File: src/rtl/clkgen_pkg.sv
package clkgen_pkg;

  // Largest pre-divided period (system cycles) and largest speed split
  localparam int PRE_MAX   = 8;
  localparam int SPLIT_MAX = 4;
  localparam int TW        = $clog2(PRE_MAX * SPLIT_MAX);  // bit-phase counter width
  localparam int PW        = TW + 1;                       // width holding a full period

  typedef enum logic [1:0] {
    SPD_SINGLE = 2'b00,
    SPD_DOUBLE = 2'b01,
    SPD_QUAD   = 2'b10,
    SPD_RSVD   = 2'b11
  } speed_e;

  typedef struct packed {
    logic [2:0] rate;
    logic [1:0] speed;
  } clk_cfg_t;

  // Pre-divided clock period in system cycles (system clock = 2 x MCLK)
  function automatic logic [3:0] pre_period(input logic [2:0] rate);
    case (rate)
      3'd0:    pre_period = 4'd2;
      3'd1:    pre_period = 4'd3;
      3'd2:    pre_period = 4'd4;
      3'd3:    pre_period = 4'd6;
      3'd4:    pre_period = 4'd8;
      default: pre_period = 4'd0;
    endcase
  endfunction

  // Factor from the pre-divided clock to the bit clock
  function automatic logic [2:0] split_factor(input logic [1:0] speed);
    case (speed_e'(speed))
      SPD_SINGLE: split_factor = 3'd4;
      SPD_DOUBLE: split_factor = 3'd2;
      SPD_QUAD:   split_factor = 3'd1;
      default:    split_factor = 3'd0;
    endcase
  endfunction

endpackage

File: src/rtl/clkgen_cfg.sv
module clkgen_cfg
  import clkgen_pkg::*;
(
  input  logic          clk,
  input  logic          rst_n,
  input  logic [2:0]    rate_i,
  input  logic [1:0]    speed_i,
  output logic          restart_o,
  output logic          bad_o,
  output logic [PW-1:0] period_o
);

  clk_cfg_t cfg_q;
  clk_cfg_t cfg_d;
  logic [6:0] product;

  // next state: always follow the inputs
  always_comb begin
    cfg_d.rate  = rate_i;
    cfg_d.speed = speed_i;
  end

  always_ff @(posedge clk or negedge rst_n) begin
    if (!rst_n) cfg_q <= '0;
    else        cfg_q <= cfg_d;
  end

  assign restart_o = (cfg_d != cfg_q);
  assign bad_o     = (cfg_q.rate > 3'd4) || (cfg_q.speed == SPD_RSVD);

  always_comb begin
    product  = 7'(pre_period(cfg_q.rate)) * 7'(split_factor(cfg_q.speed));
    period_o = PW'(product);
  end

  // a legal setting never yields an empty period
  a_r6_period_nonzero: assert property (@(posedge clk) disable iff (!rst_n)
    !bad_o |-> (period_o >= PW'(2)));

endmodule

File: src/rtl/clkgen_bitdiv.sv
module clkgen_bitdiv
  import clkgen_pkg::*;
(
  input  logic          clk,
  input  logic          rst_n,
  input  logic          restart_i,
  input  logic          run_i,
  input  logic [PW-1:0] period_i,
  output logic          wrap_o,
  output logic          sclk_o
);

  logic [TW-1:0] phase_q, phase_d;
  logic [PW-1:0] high_from;
  logic          at_end;

  assign at_end    = ({1'b0, phase_q} == period_i - PW'(1));
  assign high_from = period_i - (period_i >> 1);

  always_comb begin
    phase_d = phase_q;
    if (restart_i)  phase_d = '0;
    else if (run_i) phase_d = at_end ? '0 : phase_q + TW'(1);
  end

  always_ff @(posedge clk or negedge rst_n) begin
    if (!rst_n) phase_q <= '0;
    else        phase_q <= phase_d;
  end

  assign wrap_o = run_i && at_end && !restart_i;
  assign sclk_o = run_i && ({1'b0, phase_q} >= high_from);

  // the phase never reaches the period length
  a_r2_phase_in_period: assert property (@(posedge clk) disable iff (!rst_n)
    run_i |-> ({1'b0, phase_q} < period_i));

  // outside a restart, the bit clock falls only at the start of a period
  a_r3_fall_at_start: assert property (@(posedge clk) disable iff (!rst_n)
    ($fell(sclk_o) && !$past(restart_i)) |-> (phase_q == '0));

endmodule

File: src/rtl/clkgen_framediv.sv
module clkgen_framediv #(
  parameter int HALF_SLOTS = 32
) (
  input  logic clk,
  input  logic rst_n,
  input  logic restart_i,
  input  logic step_i,
  output logic lr_o
);

  localparam int SW = $clog2(HALF_SLOTS);

  logic [SW-1:0] slot_q, slot_d;
  logic          lr_q, lr_d;
  logic          last_slot;

  assign last_slot = (slot_q == SW'(HALF_SLOTS - 1));

  always_comb begin
    slot_d = slot_q;
    lr_d   = lr_q;
    if (restart_i) begin
      slot_d = '0;
      lr_d   = 1'b0;
    end else if (step_i) begin
      slot_d = last_slot ? '0 : slot_q + SW'(1);
      if (last_slot) lr_d = ~lr_q;
    end
  end

  always_ff @(posedge clk or negedge rst_n) begin
    if (!rst_n) begin
      slot_q <= '0;
      lr_q   <= 1'b0;
    end else begin
      slot_q <= slot_d;
      lr_q   <= lr_d;
    end
  end

  assign lr_o = lr_q;

  // outside a restart, the frame clock flips only after the last slot
  a_r4_flip_after_last: assert property (@(posedge clk) disable iff (!rst_n)
    (!$stable(lr_q) && !$past(restart_i)) |-> ($past(step_i) && slot_q == '0));

endmodule

File: src/rtl/audio_clkgen.sv
module audio_clkgen
  import clkgen_pkg::*;
#(
  parameter int HALF_SLOTS = 32
) (
  input  logic       clk,
  input  logic       rst_n,
  input  logic [2:0] rate_code_i,
  input  logic [1:0] speed_code_i,
  output logic       sclk_o,
  output logic       lrck_o,
  output logic       cfg_err_o
);

  logic          restart;
  logic          bad;
  logic [PW-1:0] period;
  logic          wrap;
  logic          sclk_raw;
  logic          lr_raw;

  clkgen_cfg u_cfg (
    .clk      (clk),
    .rst_n    (rst_n),
    .rate_i   (rate_code_i),
    .speed_i  (speed_code_i),
    .restart_o(restart),
    .bad_o    (bad),
    .period_o (period)
  );

  clkgen_bitdiv u_bitdiv (
    .clk      (clk),
    .rst_n    (rst_n),
    .restart_i(restart),
    .run_i    (!bad),
    .period_i (period),
    .wrap_o   (wrap),
    .sclk_o   (sclk_raw)
  );

  clkgen_framediv #(.HALF_SLOTS(HALF_SLOTS)) u_framediv (
    .clk      (clk),
    .rst_n    (rst_n),
    .restart_i(restart),
    .step_i   (wrap),
    .lr_o     (lr_raw)
  );

  assign sclk_o    = sclk_raw;
  assign lrck_o    = lr_raw && !bad;
  assign cfg_err_o = bad;

  // the frame clock moves with a falling bit clock, except on restart
  a_r5_lr_on_sclk_fall: assert property (@(posedge clk) disable iff (!rst_n)
    (!$stable(lrck_o) && !$past(restart)) |-> $fell(sclk_o));

  // a reserved code silences both clocks
  a_r6_err_quiet: assert property (@(posedge clk) disable iff (!rst_n)
    cfg_err_o |-> (!sclk_o && !lrck_o));

  // a code change restarts from the low phase
  a_r7_restart_low: assert property (@(posedge clk) disable iff (!rst_n)
    restart |=> (!sclk_o && !lrck_o));

endmodule

File: config.mk
export PLATFORM = sky130hd
export DESIGN_NAME = audio_clkgen
export DESIGN_NICKNAME = d
export VERILOG_FILES = /design/src/rtl/clkgen_pkg.sv /design/src/rtl/clkgen_cfg.sv /design/src/rtl/clkgen_bitdiv.sv /design/src/rtl/clkgen_framediv.sv /design/src/rtl/audio_clkgen.sv
export SDC_FILE = /design/constraint.sdc
export NUM_CORES = 1
export LEC_CHECK = 0
export BUFFER_PORTS_ARGS = -buffer_cell sky130_fd_sc_hd__buf_2
export CAP_MARGIN = 20
export CORE_MARGIN = 8
export CORE_UTILIZATION = 60
export CTS_BUF_LIST = sky130_fd_sc_hd__clkbuf_8
export CTS_CLUSTER_DIAMETER = 50
export DETAILED_ROUTE_END_ITERATION = 10
export GPL_ROUTABILITY_DRIVEN = 0
export GPL_TIMING_DRIVEN = 0
export PLACE_DENSITY = 0.85
export SETUP_SLACK_MARGIN = 0.15
export SYNTH_ARGS = -nofsm -noshare
export SYNTH_HDL_FRONTEND = slang
export SYNTH_SLANG_ARGS = --single-unit
File: constraint.sdc
create_clock -name clk -period 9.61 [get_ports clk]
set_input_delay 0.961 -clock clk [delete_from_list [all_inputs] [get_ports clk]]
set_output_delay 0.961 -clock clk [all_outputs]
set_load 0.01 [all_outputs]
### Yosys cells after proc, flatten, opt, wreduce, memory -nomap -nowiden

Cells that the tools add are included.

| storage, ports and cells | value |
|---|---|
| flip-flop bits (word level) | 16 |
| logic and storage cells | 47 |

| operators by class | value |
|---|---|
| $add $sub $neg | 4 |
| $mul | 1 |
| magnitude comparators | 2 |
| eq/ne operators | 11 |
| muxes and demuxes | 11 |
| bitwise logic cells | 1 |
| reduce and logical (&&, ||, !) cells | 12 |

Operators by type and width:

| cell | count |
|---|---|
| 2-to-1 mux 5 bit | 6 |
| case mux 4 bit (5 select lines) | 1 |
| adder 5 x 1 -> 5 bit (second input constant) | 2 |
| case mux 3 bit (3 select lines) | 1 |
| == test 3 x 2 -> 1 bit (second input constant) | 2 |
| == test 5 x 6 -> 1 bit | 1 |
| >= comparator 5 x 6 -> 1 bit | 1 |
| multiplier 4 x 3 -> 6 bit | 1 |
| subtractor 6 x 1 -> 6 bit (second input constant) | 1 |
| subtractor 6 x 5 -> 6 bit | 1 |
| == test 5 bit (second input constant) | 1 |
| != test 5 bit | 1 |
| == test 2 bit (second input constant) | 2 |
| logical AND 1 bit | 4 |
| nonzero test 2 bit | 2 |
| == test 3 x 1 -> 1 bit (second input constant) | 1 |
| == test 3 bit (second input constant) | 1 |
| greater-than comparator 3 bit (second input constant) | 1 |
| zero test 3 bit | 1 |
| 2-to-1 mux 1 bit | 3 |
| == test 2 x 1 -> 1 bit (second input constant) | 1 |
| zero test 1 bit | 2 |
| zero test 2 bit | 1 |
| != test 2 x 1 -> 1 bit (second input constant) | 1 |
| other kinds (3) | 3 |

### Depth between registers and ports, before layout

| logic depth | value |
|---|---|
| depth after elaboration | 9 |
| gate-level depth with buffers | 17 |
| gate-level depth less buffers | 16 |

### Cells and area by module

Synthesis repeated with hierarchy kept, for this count alone.

| second synthesis, totals | value |
|---|---|
| cell total of the unflattened synthesis | 183 |
| area total of the unflattened synthesis | 1,690.4 um^2 |

Modules (own cells, without submodules):

| module | times used | cells each | area an instance (um^2) | sequential area each (um^2) |
|---|---|---|---|---|
| clkgen_bitdiv | 1 | 96 | 817.0 | 125.1 |
| clkgen_cfg | 1 | 56 | 531.8 | 125.1 |
| clkgen_framediv | 1 | 29 | 331.6 | 150.1 |
| audio_clkgen | 1 | 2 | 10.0 | 0.0 |

### Worst setup path after synthesis

No wires, ideal clock.

| timing | value |
|---|---|
| path type | register to output |
| start | register u_cfg.cfg_q[4] in the netlist's numbering |
| end | output port sclk_o |
| data arrival time | 3.790 ns |
| data required time | 8.649 ns |
| path slack | 4.859 ns |
| stages on the path, launching flop included | 16 |
| buffers on the path | 1 |
| cell sequence | dfrtp_1 -> buf_4 -> nor3b_1 -> nand2_1 -> fa_1 -> inv_1 -> ha_1 -> fa_1 -> inv_1 -> ha_1 -> a21oi_1 -> mux2i_1 -> xnor2_1 -> ha_1 -> a21oi_1 -> a311oi_1 |

| on the way | value |
|---|---|
| cells in the longest elaborated chain, start to end | 6 |
| elaborated cells on any way between the ends | 13 |
| classes of those cells | add/sub: 1; mul: 1; order compare: 2; eq/ne: 4; mux: 1; reduce/logical: 4 |

Ends and longest elaborated chain:

| element | RTL line | RTL |
|---|---|---|
| start, declared | clkgen_cfg.sv:13 | `clk_cfg_t cfg_q;` |
| start signal, assigned | clkgen_cfg.sv:25 | `else cfg_q <= cfg_d;` |
| == test 3 bit, or another cell as far along | clkgen_pkg.sv:23 | `case (rate)` |
| case mux 4 bit (5 select lines) | clkgen_pkg.sv:23 |  |
| multiplier 4 x 3 -> 6 bit | clkgen_cfg.sv:32 | `product = 7'(pre_period(cfg_q.rate)) * 7'(split_factor(cfg_q.speed));` |
| subtractor 6 x 5 -> 6 bit | clkgen_bitdiv.sv:18 | `assign high_from = period_i - (period_i >> 1);` |
| >= comparator 5 x 6 -> 1 bit | clkgen_bitdiv.sv:32 | `assign sclk_o = run_i && ({1'b0, phase_q} >= high_from);` |
| logical AND 1 bit * | clkgen_bitdiv.sv:32 |  |
| end, declared | audio_clkgen.sv:10 | `output logic sclk_o,` |

Mark *: on every way between the ends. The rest lies on a longest branch, timed or not.

### Final worst setup path

Ends and elaborated chain as after synthesis.

==> key figures <==
Routing
  – Total number of vias: 1235
  – Antenna violation net count after detailed routing: 0
  – Drt wl/cell: 13.4 um
  – Routed WL: 2860 um
  – Via-to-Cell Ratio: 5.80
  – Pre-antenna DRT Iters: 4
  – Remaining DRCs: 0
  – DR iter-0 viols: 75

Yosys
  – Mapped Cells: 170
  – Synth cell types: 43
  – Area leader, netlist: dfrtp_1
  – Syn_nets: 201
  – Synth Cell Area: 0.00153 mm^2
  – Post-synth EDFFs: 0
  – Compound-Gate Fraction of Synth Area: 0.135
  – Top cell type's share of synthesized area: 0.262
  – Most used flip-flop cell after synthesis: dfrtp_1
  – Post-synthesis sequential area ratio: 0.262
  – Ys async rst share: 1.00
  – FF+latch count, synth: 16
  – Synth warn: 0
  – Largest family of logic cells by synthesized area: simple AND/OR/NAND/NOR gates
  – Mux cell area share after synthesis: 0.0197
  – Mapped Avg Cell Area: 8.98 um^2
  – Top post-synthesis cells by area: dfrtp_1 (26%), ha_1 (16%), xnor2_1 (6.9%)
  – Adder-cell share of the synthesized area: 0.216
  – Synth Area in XOR/XNOR: 0.0975
  – Post-Synth Simple-Gate Area: 0.217

STA
  – RSZ-0062 raised after global routing: false
  – Final min period: 5.32 ns
  – Setup_tns: 0 ns
  – Fin. max-slew vios: 0
  – Actual slew at the worst max-slew pin: 0.763 ns
  – Period utilization: 0.553
  – Max Clock Skew: 0.00688 ns
  – Fin. Hold Viols: 0
  – Slew margin rel.: 0.491
  – Peak Freq: 188 MHz
  – # setup viols final: 0

Place
  – Dpl cells: 209
  – Detailed Place HPWL: 2260 um
  – Port Buffers: 9

Clocking
  – Post-CTS sizing: 0
  – Max clock buf depth: 2
  – Setup Buffers After CTS: 0
  – CTS tree: built
  – # hold bufs at CTS: 0
  – Clk_lat worst skew: 0.25 ns
  – Clk pin slew, worst setup/hold paths: 0.06 ns
  – CTS Root Cell: clkbuf_8
  – H-tree depth: 1
  – Num CTS Buffers: 3
  – Clk sink count: 16

GRT
  – Vias in the first global route: 1262
  – GRT Resource Usage Total: 0.148
  – Largest net degree at the start of global routing: 17
  – First-pass GRT wire length: 5190 um
  – Initial antenna violation count: 0
  – Grt ovf: 0

Floorplan
  – Die width: 66.4 um
  – I/O pin cnt: 10
  – Initial core utilization: 0.622
  – Die ar.: 0.00441 mm^2
  – Cell Rows: 18
  – Die Ht: 66.4 um
  – Core Box Area: 0.00245 mm^2

Final layout
  – Sequential Area: 400 um^2
  – # nets final: 215
  – Post-route insts no fill: 213
  – Commonest cells after routing, fill and taps aside: ha_1 (20), nand2_1 (16), dfrtp_1 (16), inv_1 (15)
  – Commonest non-fill, non-tap cell in the layout: ha_1
  – Area of the multi-input gates: 0.00105 mm^2
  – Diodes inserted: 0
  – Syn-to-layout area delta: 9.02%
  – # fillers: 206
  – Share of post-route cells with drive strength above 1: 0.115

Power
  – Switching part of the total: 0.280
  – Psw: 48.9 uW
  – Leakage Power: 0.000798 uW
  – Power Internal: 126 uW
  – Clk pwr share: 0.330
  – Seq pwr share: 0.402
  – VDD IR max: 0.135 mV
  – Final Power: 175 uW
  – Pwr dens: 105 mW/mm^2
  – Comb power frac: 0.268

Status
  – Status: finished, final reports clean

Worst setup path
  – CP required: 8.65 ns
  – Crit path DAT: 4.36 ns
  – CP Max Fanout: 8
  – Crit path launch type: flop
  – CP Class: flop to output port
  – CP endpoint kind: output port

Job
  – Maxcap violations: 0

Worst hold path
  – Hold WC Path Type: flop to flop
cell type report:
type	instances	share of cell area
plain buffers	3	0.0135
well taps	30	0.0226
inverters	15	0.0338
repair buffers	9	0.0271
multi-input cells	136	0.629
flip-flops and latches	16	0.241
clock buffers	4	0.0331
cells in the mapped netlist, drive strengths merged (2+ instances only):
library cell / number
a21o: 3
a21oi: 13
a31oi: 3
and2: 4
and3: 3
buf: 2
dfrtp: 16
fa: 4
ha: 20
inv: 15
mux2i: 3
nand2: 16
nand2b: 3
nand3: 7
nor2: 6
nor2b: 3
nor3: 2
nor3b: 2
o21ai: 7
or2: 2
or3: 3
xnor2: 12
xor2: 5
critical path, stage by stage, from the launching register on:
cell      delay, ns
dfrtp_1        0.35
buf_4          0.15
nor3b_1        0.40
nand2_1        0.15
fa_1           0.56
inv_1          0.04
ha_1           0.22
fa_1           0.59
inv_1          0.11
ha_1           0.35
a21o_1         0.22
xnor2_1        0.14
ha_1           0.27
o21ai_0        0.08
nand2b_1       0.08
a21oi_1        0.06
a311oi_1       0.18
buf_2          0.17
metrics by stage:
| stage | hold WS (ns) | utilization | setup WS, ns | instance area, um^2 |
|---|---|---|---|---|
| after global placement | 0.515 | 0.655 | 4.62 | 1610 |
| after CTS | 0.546 | 0.678 | 4.27 | 1660 |
| after floorplan | 0.496 | - | 4.86 | 1530 |
| after detailed placement | 0.530 | 0.655 | 4.55 | 1610 |
| after global routing | 0.592 | 0.678 | 3.97 | 1660 |
| final | 0.543 | 0.678 | 4.29 | 1660 |
cells by family after synthesis:
family | Yosys count
AO/OA/AOI/OAI | 32
XOR/XNOR | 17
adder cells (fa/ha/maj) | 24
buffers and inverters | 18
flip-flops | 16
multiplexers | 3
AND/OR/NAND/NOR | 60
power groups by stage:
stage,sequential [uW],combinational [uW],clock [uW]
final,70.2,46.7,57.7
after floorplan,71.0,35.7,0
after global routing,70.4,53.6,63.4
after detailed placement,71.4,46.5,0
after CTS,70.1,47.0,59.4
after global placement,71.3,43.9,0
sequential cells by signal, indices dropped and copies added, names as in the netlist:
name,flops
u_bitdiv.phase_q,5
u_cfg.cfg_q,5
u_framediv.lr_o,1
u_framediv.slot_q,5
path summary, 6_finish.rpt:
kind | cells past startpoint | startpoint | slack (ns) | endpoint
max | 17 | u_cfg.cfg_q[4]$_DFF_PN0_ | 4.29 | sclk_o
min | 2 | u_framediv.slot_q[4]$_DFFE_PN0P_ | 0.54 | u_framediv.slot_q[4]$_DFFE_PN0P_
max reg2reg | 17 | u_cfg.cfg_q[4]$_DFF_PN0_ | 5.05 | u_framediv.slot_q[3]$_DFFE_PN0P_
min reg2reg | 2 | u_framediv.slot_q[4]$_DFFE_PN0P_ | 0.54 | u_framediv.slot_q[4]$_DFFE_PN0P_
max in group asynchronous | 1 | rst_n | 8.74 | u_cfg.cfg_q[0]$_DFF_PN0_
min in group asynchronous | 1 | rst_n | 0.61 | u_bitdiv.phase_q[2]$_DFFE_PN0P_
layer usage:
metal | global-route usage | share of wire | vias up
li1 | - | - | 614
met1 | 0.164 | 0.45 | 594
met2 | 0.275 | 0.51 | 23
met3 | 0.0305 | 0.033 | 4
met4 | 0.0427 | 0.0088 | 0
met5 | 0 | 0 | -
(Power assumes the default switching activity.)
